==> src/rtl/cbm_pkg.sv <==
package cbm_pkg;

    localparam int NUM_CBITS   = 21;
    localparam int SUBFRAMES   = 7;
    localparam int CB_PER_SF   = NUM_CBITS / SUBFRAMES;
    localparam int IDX_W       = 5;
    localparam int FEAC_LEN    = 16;
    localparam int FEAC_CODE_W = 6;

    typedef logic [NUM_CBITS-1:0] cword_t;

    // The three C bits of one subframe, in arrival order.
    typedef struct packed {
        logic first;
        logic second;
        logic third;
    } sf_bits_t;

    // What one received FEAC bit did to the word receiver.
    typedef enum logic [1:0] {
        FE_IDLE  = 2'd0,
        FE_FIRST = 2'd1,
        FE_AGAIN = 2'd2,
        FE_LOST  = 2'd3
    } feac_ev_t;

    function automatic sf_bits_t sf_slice(cword_t w, int unsigned y);
        sf_bits_t s;
        s.first  = w[CB_PER_SF*y];
        s.second = w[CB_PER_SF*y + 1];
        s.third  = w[CB_PER_SF*y + 2];
        return s;
    endfunction

    // Loopback request: the third bit disagrees with both earlier bits.
    function automatic logic lb_pattern(sf_bits_t s);
        return (s.third != s.first) && (s.third != s.second);
    endfunction

endpackage

==> src/rtl/cbm_capture.sv <==
module cbm_capture
    import cbm_pkg::*;
#(
    parameter int NBITS = NUM_CBITS,
    parameter int IW    = IDX_W
) (
    input  logic             clk,
    input  logic             rst,
    input  logic             cbit_vld,
    input  logic             cbit_data,
    input  logic [IW-1:0]    cbit_idx,
    input  logic             frame_strobe,
    output logic             frame_done,
    output logic [NBITS-1:0] frame_word
);

    logic [NBITS-1:0] acc_q;
    logic [NBITS-1:0] merged;

    // A bit arriving in the same cycle as the strobe still joins its frame.
    always_comb begin
        merged = acc_q;
        for (int i = 0; i < NBITS; i++) begin
            if (cbit_vld && (cbit_idx == IW'(i + 1)))
                merged[i] = cbit_data;
        end
    end

    always_ff @(posedge clk) begin
        if (rst) begin
            acc_q      <= '0;
            frame_word <= '0;
            frame_done <= 1'b0;
        end else begin
            frame_done <= frame_strobe;
            if (frame_strobe) begin
                frame_word <= merged;
                acc_q      <= '0;
            end else begin
                acc_q      <= merged;
            end
        end
    end

endmodule

==> src/rtl/cbm_persist.sv <==
module cbm_persist #(
    parameter int SET_N = 5,
    parameter int CLR_N = 5
) (
    input  logic clk,
    input  logic rst,
    input  logic en,
    input  logic tick,
    input  logic cond,
    output logic flag
);

    localparam int MAXN = (SET_N > CLR_N) ? SET_N : CLR_N;
    localparam int CW   = $clog2(MAXN + 1);
    localparam logic [CW-1:0] SET_LAST = CW'(SET_N - 1);
    localparam logic [CW-1:0] CLR_LAST = CW'(CLR_N - 1);

    logic [CW-1:0] run_q;
    logic [CW-1:0] need_last;

    assign need_last = cond ? SET_LAST : CLR_LAST;

    // run_q counts consecutive ticks whose condition opposes the flag.
    always_ff @(posedge clk) begin
        if (rst || !en) begin
            flag  <= 1'b0;
            run_q <= '0;
        end else if (tick) begin
            if (cond != flag) begin
                if (run_q == need_last) begin
                    flag  <= cond;
                    run_q <= '0;
                end else begin
                    run_q <= run_q + CW'(1);
                end
            end else begin
                run_q <= '0;
            end
        end
    end

endmodule

==> src/rtl/cbm_loopback.sv <==
module cbm_loopback
    import cbm_pkg::*;
#(
    parameter int PERSIST = 5
) (
    input  logic                 clk,
    input  logic                 rst,
    input  logic                 en,
    input  logic                 tick,
    input  cword_t               word,
    output logic [SUBFRAMES-1:0] lb_flag
);

    for (genvar g = 0; g < SUBFRAMES; g++) begin : g_sf
        logic req;
        assign req = lb_pattern(sf_slice(word, g));

        cbm_persist #(
            .SET_N(PERSIST),
            .CLR_N(PERSIST)
        ) u_persist (
            .clk (clk),
            .rst (rst),
            .en  (en),
            .tick(tick),
            .cond(req),
            .flag(lb_flag[g])
        );
    end

endmodule

==> src/rtl/cbm_feac_rx.sv <==
module cbm_feac_rx
    import cbm_pkg::*;
#(
    parameter int LEN    = FEAC_LEN,
    parameter int CODE_W = FEAC_CODE_W,
    parameter int REPEAT = 4
) (
    input  logic              clk,
    input  logic              rst,
    input  logic              en,
    input  logic              tick,
    input  logic              bit_in,
    output logic              vld,
    output logic [CODE_W-1:0] code
);

    localparam int ONES  = LEN - CODE_W - 2;
    localparam int POS_W = $clog2(LEN);
    localparam int REP_W = $clog2(REPEAT + 1);
    localparam logic [POS_W-1:0] POS_LAST = POS_W'(LEN - 1);
    localparam logic [REP_W-1:0] REP_MAX  = REP_W'(REPEAT);
    localparam logic [REP_W-1:0] REP_PRE  = REP_W'(REPEAT - 1);

    logic [LEN-1:0]    sh_q, sh_n;
    logic [POS_W-1:0]  pos_q;
    logic [REP_W-1:0]  rep_q;
    logic [CODE_W-1:0] last_q;
    logic [CODE_W-1:0] cand;
    logic              hit;
    feac_ev_t          ev;

    // Newest bit enters at the top, so the oldest (the flag) sits at bit 0.
    assign sh_n = {bit_in, sh_q[LEN-1:1]};
    assign hit  = (&sh_n[ONES-1:0]) && !sh_n[ONES] && !sh_n[LEN-1];
    assign cand = sh_n[LEN-2:ONES+1];

    always_comb begin
        if (hit)
            ev = ((pos_q == POS_LAST) && (rep_q != '0) && (cand == last_q))
                 ? FE_AGAIN : FE_FIRST;
        else if (pos_q == POS_LAST)
            ev = FE_LOST;
        else
            ev = FE_IDLE;
    end

    always_ff @(posedge clk) begin
        if (rst || !en) begin
            sh_q   <= '0;
            pos_q  <= '0;
            rep_q  <= '0;
            last_q <= '0;
            code   <= '0;
            vld    <= 1'b0;
        end else begin
            vld <= 1'b0;
            if (tick) begin
                sh_q <= sh_n;
                case (ev)
                    FE_FIRST: begin
                        pos_q  <= '0;
                        last_q <= cand;
                        rep_q  <= REP_W'(1);
                    end
                    FE_AGAIN: begin
                        pos_q  <= '0;
                        last_q <= cand;
                        if (rep_q != REP_MAX)
                            rep_q <= rep_q + REP_W'(1);
                        if (rep_q == REP_PRE) begin
                            vld  <= 1'b1;
                            code <= cand;
                        end
                    end
                    FE_LOST: rep_q <= '0;
                    default: pos_q <= pos_q + POS_W'(1);
                endcase
            end
        end
    end

endmodule

==> src/rtl/ds3_cbit_monitor.sv <==
module ds3_cbit_monitor
    import cbm_pkg::*;
#(
    parameter int LB_PERSIST  = 5,
    parameter int C1_SET_N    = 8,
    parameter int C1_CLR_N    = 3,
    parameter int FEAC_REPEAT = 4
) (
    input  logic                   clk,
    input  logic                   rst,
    input  logic                   mode_cbp,
    input  logic                   cbit_vld,
    input  logic                   cbit_data,
    input  logic [IDX_W-1:0]       cbit_idx,
    input  logic                   frame_strobe,
    output logic [SUBFRAMES-1:0]   lb_flag,
    output logic                   c1_id,
    output logic                   feac_vld,
    output logic [FEAC_CODE_W-1:0] feac_code
);

    localparam int C1_POS   = 0;
    localparam int FEAC_POS = 2;

    logic   frame_done;
    cword_t frame_word;

    cbm_capture #(
        .NBITS(NUM_CBITS),
        .IW   (IDX_W)
    ) u_capture (
        .clk         (clk),
        .rst         (rst),
        .cbit_vld    (cbit_vld),
        .cbit_data   (cbit_data),
        .cbit_idx    (cbit_idx),
        .frame_strobe(frame_strobe),
        .frame_done  (frame_done),
        .frame_word  (frame_word)
    );

    cbm_loopback #(
        .PERSIST(LB_PERSIST)
    ) u_loopback (
        .clk    (clk),
        .rst    (rst),
        .en     (!mode_cbp),
        .tick   (frame_done),
        .word   (frame_word),
        .lb_flag(lb_flag)
    );

    cbm_persist #(
        .SET_N(C1_SET_N),
        .CLR_N(C1_CLR_N)
    ) u_c1 (
        .clk (clk),
        .rst (rst),
        .en  (1'b1),
        .tick(frame_done),
        .cond(frame_word[C1_POS]),
        .flag(c1_id)
    );

    cbm_feac_rx #(
        .LEN   (FEAC_LEN),
        .CODE_W(FEAC_CODE_W),
        .REPEAT(FEAC_REPEAT)
    ) u_feac (
        .clk   (clk),
        .rst   (rst),
        .en    (mode_cbp),
        .tick  (frame_done),
        .bit_in(frame_word[FEAC_POS]),
        .vld   (feac_vld),
        .code  (feac_code)
    );

endmodule

==> config.mk <==
export PLATFORM = sky130hd
export DESIGN_NAME = ds3_cbit_monitor
export DESIGN_NICKNAME = d
export VERILOG_FILES = /design/src/rtl/cbm_pkg.sv /design/src/rtl/cbm_capture.sv /design/src/rtl/cbm_persist.sv /design/src/rtl/cbm_loopback.sv /design/src/rtl/cbm_feac_rx.sv /design/src/rtl/ds3_cbit_monitor.sv
export SDC_FILE = /design/constraint.sdc
export NUM_CORES = 1
export LEC_CHECK = 0
export CORE_UTILIZATION = 35
export DETAILED_ROUTE_END_ITERATION = 12
export DONT_BUFFER_PORTS = 1
export PLACE_DENSITY_LB_ADDON = 0.08
export SYNTH_ARGS = -nofsm -noshare
export SYNTH_HDL_FRONTEND = slang
export SYNTH_SLANG_ARGS = --single-unit
==> constraint.sdc <==
create_clock -name clk -period 2.55 [get_ports clk]
set_input_delay 0 -clock clk [delete_from_list [all_inputs] [get_ports clk]]
set_output_delay 0 -clock clk [all_outputs]
set_load 0.01 [all_outputs]
Word-level counts from Yosys, hierarchy flattened. Index checks and enable logic that the tools add are counted.

Bits in registers: 112. Bits in latches: 0. Bits in writable memories: 0. ROM bits: 0. Bits of input ports: 11. Output and inout bits: 15. Logic and storage cells: 197. Memories kept: 0.

Add/sub/neg operators: 10. Multipliers: 0. Div/mod/pow operators: 0. $lt $le $gt $ge: 0. Equality and inequality tests: 59. Shift-type cells: 0. Mux-type cells: 45. Bitwise logic cells: 3. Reduce and logical (&&, ||, !) cells: 55.

Operators with widths (count): 3-bit 2-to-1 mux (16); 5-bit by 4-bit equality test with 1-bit output (second input constant) (8); 1-bit logical AND (32); 5-bit equality test (second input constant) (6); 3-bit AND reduction (10); 3-bit by 1-bit adder with 3-bit output (second input constant) (8); 1-bit 2-to-1 mux (22); 1-bit inequality test (22); 3-bit equality test (second input constant) (7); 5-bit by 3-bit equality test with 1-bit output (second input constant) (4); 5-bit by 2-bit equality test with 1-bit output (second input constant) (2); 3-bit case mux with 3 select lines (1); 4-bit by 1-bit adder with 4-bit output (second input constant) (2); 4-bit 2-to-1 mux (2); 4-bit case mux with 2 select lines (1); 8-bit AND reduction (1); 6-bit equality test (1); 2-bit 2-to-1 mux (3); 3-bit nonzero test (2); 5-bit by 1-bit equality test with 1-bit output (second input constant) (1); 2-bit equality test (second input constant) (2); 4-bit equality test (1); 4-bit equality test (second input constant) (1); 2-bit AND reduction (2); other kinds (9) (15).

Depth between registers and ports, before layout.
Depth in word-level cells: 8. Depth in mapped cells: 12. Gate-level depth less buffers: 12.

By module. Synthesis repeated with hierarchy kept, for this count alone.

Cell total of the unflattened synthesis: 579. Area, all modules: 5298.8 µm².

By module, submodules not included: cbm_capture (instances 1, cells an instance 188, area an instance 1739.2 µm², seq. area each 860.8 µm²); cbm_feac_rx (instances 1, cells an instance 159, area an instance 1595.3 µm², seq. area each 700.7 µm²); cbm_persist (u_loopback.g_sf[0].u_persist ...) (instances 7, cells an instance 25, area an instance 214.0 µm², seq. area each 80.1 µm²); cbm_persist (u_c1) (instances 1, cells an instance 34, area an instance 301.5 µm², seq. area each 100.1 µm²); cbm_loopback (instances 1, cells an instance 21, area an instance 157.7 µm², seq. area each 0.0 µm²); ds3_cbit_monitor (instances 1, cells an instance 2, area an instance 7.5 µm², seq. area each 0.0 µm²).

Worst setup path before layout. No wires, ideal clock.

Path type: flip-flop to flip-flop. Start point: register u_feac.rep_q[0]. End point: register u_feac.last_q[0]. Setup time: 0.128 ns. Data arrival time: 2.325 ns. Data required time: 2.422 ns. Path slack: 0.097 ns. Stages on the path, launching flop included: 12. Path buffers: 1. Period minus slack after synthesis: 2.453 ns. Cell sequence: dfxtp_1 > inv_1 > ha_1 > a2111o_1 > nor4_1 > nand3b_1 > o21ai_1 > ha_1 > nand2b_1 > clkbuf_1 > mux2i_1 > nor2_1.

Cells in the longest elaborated chain, start to end: 8. Elaborated cells on any way between the ends: 9. Classes of those cells: eq/ne: 2; mux: 2; reduce/logical: 5.

RTL lines: start: declaration (RTL line cbm_feac_rx.sv:26) `logic [REP_W-1:0] rep_q;`; start signal: assignment (RTL line cbm_feac_rx.sv:69) `rep_q <= rep_q + REP_W'(1);`; 3-bit nonzero test (*) (RTL line cbm_feac_rx.sv:39) `ev = ((pos_q == POS_LAST) && (rep_q != '0) && (cand == last_q))`; 1-bit logical AND (*) (2 in a row) (RTL line cbm_feac_rx.sv:39); 2-bit 2-to-1 mux (*) (RTL line cbm_feac_rx.sv:40) `? FE_AGAIN : FE_FIRST;`; 2-bit 2-to-1 mux (*) (RTL line cbm_feac_rx.sv:38) `if (hit)`; 2-bit by 1-bit equality test with 1-bit output / 2-bit equality test (equally long branches) (RTL line cbm_feac_rx.sv:59) `case (ev)`; 2-bit OR reduction (no line) (*); 2-bit AND reduction (no line) (*); end signal: assignment (RTL line cbm_feac_rx.sv:62) `last_q <= cand;`; end signal: assignment (RTL line cbm_feac_rx.sv:67) `last_q <= cand;`; end: declaration (RTL line cbm_feac_rx.sv:27) `logic [CODE_W-1:0] last_q;`.

Every way passes the cells marked *; elsewhere a longest branch is shown, timed or not. A chain may end at the register's enable or synchronous reset.

Worst setup path in the final report.
Start point: register u_feac.rep_q[0]. End point: register u_feac.rep_q[0].

Cells in the longest elaborated chain, start to end: 8. Elaborated cells on any way between the ends: 15. Classes of those cells: add/sub: 1; eq/ne: 5; mux: 4; reduce/logical: 5.

RTL lines (RTL line): 3-bit nonzero test (cbm_feac_rx.sv:39); 1-bit logical AND (2 in a row) (cbm_feac_rx.sv:39); 2-bit 2-to-1 mux (cbm_feac_rx.sv:40); 2-bit 2-to-1 mux (cbm_feac_rx.sv:38); 2-bit equality test / 2-bit by 1-bit equality test with 1-bit output (equally long branches) (cbm_feac_rx.sv:59); 2-bit by 1-bit inequality test with 1-bit output (no line) / 3-bit nonzero test (equally long branches); 3-bit AND reduction (no line).

Several ways; a longest one is shown, not always the timed one. The select of a mux whose other input is x is not followed.

==> reports/results.tsv <==
stage	metric	value	unit
floorplan	start_util	36.2	%
cells_and_area	drive_gt1_share	7.46	%
yosys	syn_nets	612	
pwr	ir_worst_vdd	0.312	mV
timing	rsz0062_at_grt	no	
timing	finalSetupTns	0	ps
global_routing	grt_max_degree	50	
clocking	clockRootBuffer	clkbuf_16	
clocking	h-tree-depth	3	
route	drt-total-wl	10400	um
pwr	internal-power	2610	uW
worst_setup_path	required	2810	ps
clocking	cts_num_sinks	111	
cells_and_area	final_nets	617	
global_routing	gr-total-overflow	0	
pwr	power_density	586	nW/um2
route	drtIter0Drc	168	
clocking	clkTransAtPathRegs	70	ps
yosys	synthFlopType	dfxtp_1	
placed_design	io_buffers	0	
global_routing	grt_pass1_wl	17800	um
worst_hold_path	hp-class	in2reg	
route	vias	3845	
global_routing	grt_usage	15.1	%
route	detail_route.vias_per_cell	4.99	
cells_and_area	stdcell_count	770	
yosys	syn_avg_cell_area	8.72	um2
worst_setup_path	worstPathMaxFanout	6	
worst_setup_path	rr_worst_depth	11	
worst_setup_path	crit_type	reg2reg	
floorplan	coreArea	14000	um2
pwr	switchingPower	742	uW
yosys	synth_warnings	0	
timing	tightest_slew	1160	ps
worst_setup_path	critPathArrivalTime	2650	ps
worst_setup_path	r2r-end	u_feac.rep_q[0]$_SDFFE_PP0P_	
worst_hold_path	min_to	u_capture.acc_q[1]$_SDFF_PP0_	
worst_hold_path	hold_depth	4	
worst_hold_path	hold_start	cbit_idx[3]	
clocking	cts_buffers	9	
timing	min_period	2390	ps
pwr	pwr-share-seq	52.9	%
floorplan	rows	43	
yosys	synth_top_cells_by_count	dfxtp_1 (111), nor2_1 (97), mux2i_1 (51), nand2_1 (49), a21oi_1 (44)	
yosys	synth_area_leaders	dfxtp_1 (44%), mux2i_1 (10%), nor2_1 (7.2%)	
placed_design	placed_cells	735	
pwr	p_clk_share	41.7	%
yosys	post-synth-top-area-cell	dfxtp_1	
clocking	cts.path.max_buffers	2	
yosys	ys_ff_latch	111	
timing	timing.slew.headroom	22.4	%
worst_setup_path	reg2reg_from	u_feac.rep_q[0]$_SDFFE_PP0P_	
worst_setup_path	r2r_slack	160	ps
yosys	syn_area	5060	um2
cells_and_area	fill_cells	1428	
job	drv_cap	0	
global_routing	antenna_found_initial	0	
floorplan	fp.dieArea	15000	um2
floorplan	die_width	122	um
yosys	synthCells	581	
route	dr.pass1.iters	4	
timing	hold_violations	0	
yosys	synth_edf_count	0	
pwr	pwr-share-comb	5.4	%
placed_design	gp_congestion	0.728	
timing	maxSlewViolCount	0	
worst_setup_path	start_kind	flop	
timing	setup_viol	0	
route	wl_per_cell	13.5	um
yosys	yosysTopAreaCellShare	43.9	%
clocking	cts_tree	yes	
cells_and_area	diodes	0	
timing	fmax	0.418	GHz
cells_and_area	area_growth	12.9	%
timing	finalClockSkew	11.8	ps
yosys	ys_async_sr_fraction	0	%
route	drc_errors	0	
yosys	seq_area_frac_synth	43.9	%
timing	min_period_over_period	93.8	%
run_status	status	complete, no violations	
pwr	finalPower	3350	uW
pwr	p_leak	0.00225	uW
yosys	synthMostInstantiatedCell	dfxtp_1	
clocking	clk_latency	340	ps
worst_setup_path	critPathCaptureType	flop	
placed_design	dp_hpwl	6800	um
yosys	yosysUniqueCellTypes	45	
floorplan	die_y	122	um
floorplan	ios	26	
global_routing	grt_pass1_vias	3701	
route	route.antenna.remaining_nets	0	
pwr	swShare	22.2	%
## cell usage in the layout (no fill, tap or decap), drive strengths merged, types with 7 or more instances in the layout
cell | synthesis | final
a211oi | 28 | 28
a21oi | 44 | 44
and3 | 11 | 11
and3b | 7 | 7
buf | 9 | 13
clkbuf | 26 | 12
dfxtp | 111 | 111
dlygate4sd3 | 0 | 16
ha | 20 | 20
inv | 19 | 19
mux2i | 51 | 51
nand2 | 50 | 50
nand2b | 10 | 10
nand3 | 23 | 23
nor2 | 97 | 97
nor3b | 9 | 9
o21ai | 13 | 13
xnor2 | 7 | 7
## routing by layer
metal  vias to the layer above  global-route usage [%]  share of wire, %
li1                       2004                       -                 -
met1                      1793                    20.4                53
met2                        35                    23.6                43
met3                        13                    3.16               2.6
met4                         0                    5.72               1.4
met5                         -                       0                 0
## cells by family (layout without fill, tap and decap cells)
logic type	Yosys count	after routing	share of synthesized area, %
simple gates	238	238	22.7
mux	51	51	10.1
compound gates	94	94	11.6
fa+ha+maj	20	20	4.94
xor+xnor	13	13	2.25
flops	111	111	43.9
buf+inv	54	63	4.60
## how the worst max path moves through the flow
stage                                       startpoint                             to  slack, ps  depth (start not counted)
after floorplan           u_feac.rep_q[0]$_SDFFE_PP0P_  u_feac.last_q[0]$_SDFFE_PP0P_        100                         11
after global placement    u_feac.rep_q[1]$_SDFFE_PP0P_   u_feac.rep_q[2]$_SDFFE_PP0P_        120                         11
after detailed placement  u_feac.rep_q[1]$_SDFFE_PP0P_   u_feac.rep_q[0]$_SDFFE_PP0P_          6                         11
after CTS                 u_feac.rep_q[1]$_SDFFE_PP0P_   u_feac.rep_q[0]$_SDFFE_PP0P_         20                         11
after global routing      u_feac.rep_q[0]$_SDFFE_PP0P_   u_feac.rep_q[0]$_SDFFE_PP0P_          1                         11
final                     u_feac.rep_q[0]$_SDFFE_PP0P_   u_feac.rep_q[0]$_SDFFE_PP0P_        160                         11
## power groups by stage
stage	registers [uW]	clock network, uW	logic [uW]
4_1_cts	1770	1460	184
5_1_grt	1770	1530	202
6_report	1770	1400	181
3_3_place_gp	1810	0	139
3_5_place_dp	1810	0	138
2_1_floorplan	1800	0	128
## worst max-delay path, cell delays in order (launching register included)
cell and delay (ps):
dfxtp_2 330, inv_1 40, ha_2 180, a2111o_1 400
nor4_2 270, nand3b_1 120, o21ai_1 100, ha_2 240
inv_1 70, a211o_1 260, nand2_2 110, mux2i_1 190
## layout make-up
cell class | count | area, um2 | area share (%)
clock buffers | 12 | 246 | 4.31
clock inverters | 3 | 43.8 | 0.766
inverters | 19 | 71.3 | 1.25
multi-input cells | 416 | 2620 | 45.9
flip-flops and latches | 111 | 2230 | 38.9
well taps | 180 | 225 | 3.94
repair buffers | 29 | 283 | 4.95
## per-stage QoR
stage	area (um2)	util, %	setup WS (ps)	hold WS, ps
final	5720	40.9	158	0.765
after global routing	5720	40.9	1.46	23.0
after CTS	5680	40.6	15.8	2.47
after detailed placement	5210	37.2	5.54	77.2
after global placement	5210	37.2	120	74.5
after floorplan	5060	-	97.5	167
## registers in the layout, summed over array words and instances (netlist names)
name and flops:
u_c1.run_q 4, u_feac.rep_q 3, u_feac.last_q 6, u_loopback.g_sf.u_persist.run_q 21
u_feac.pos_q 4, u_feac.vld 1, u_capture.acc_q 21, u_capture.frame_word 21
u_loopback.g_sf.u_persist.flag 7, u_feac.code 6, u_feac.sh_q 15, u_c1.flag 1
u_capture.frame_done 1
## what timing repair did
item / CTS / global route
endpoints found under the hold margin: 51 / 0
pin swaps: 0 / 4
buffers inserted: 0 / 3
endpoints found under the setup margin: 4 / 16
gates resized for setup: 2 / 4
hold buffers: 17 / 0
Power figures use the tool's default switching activity.
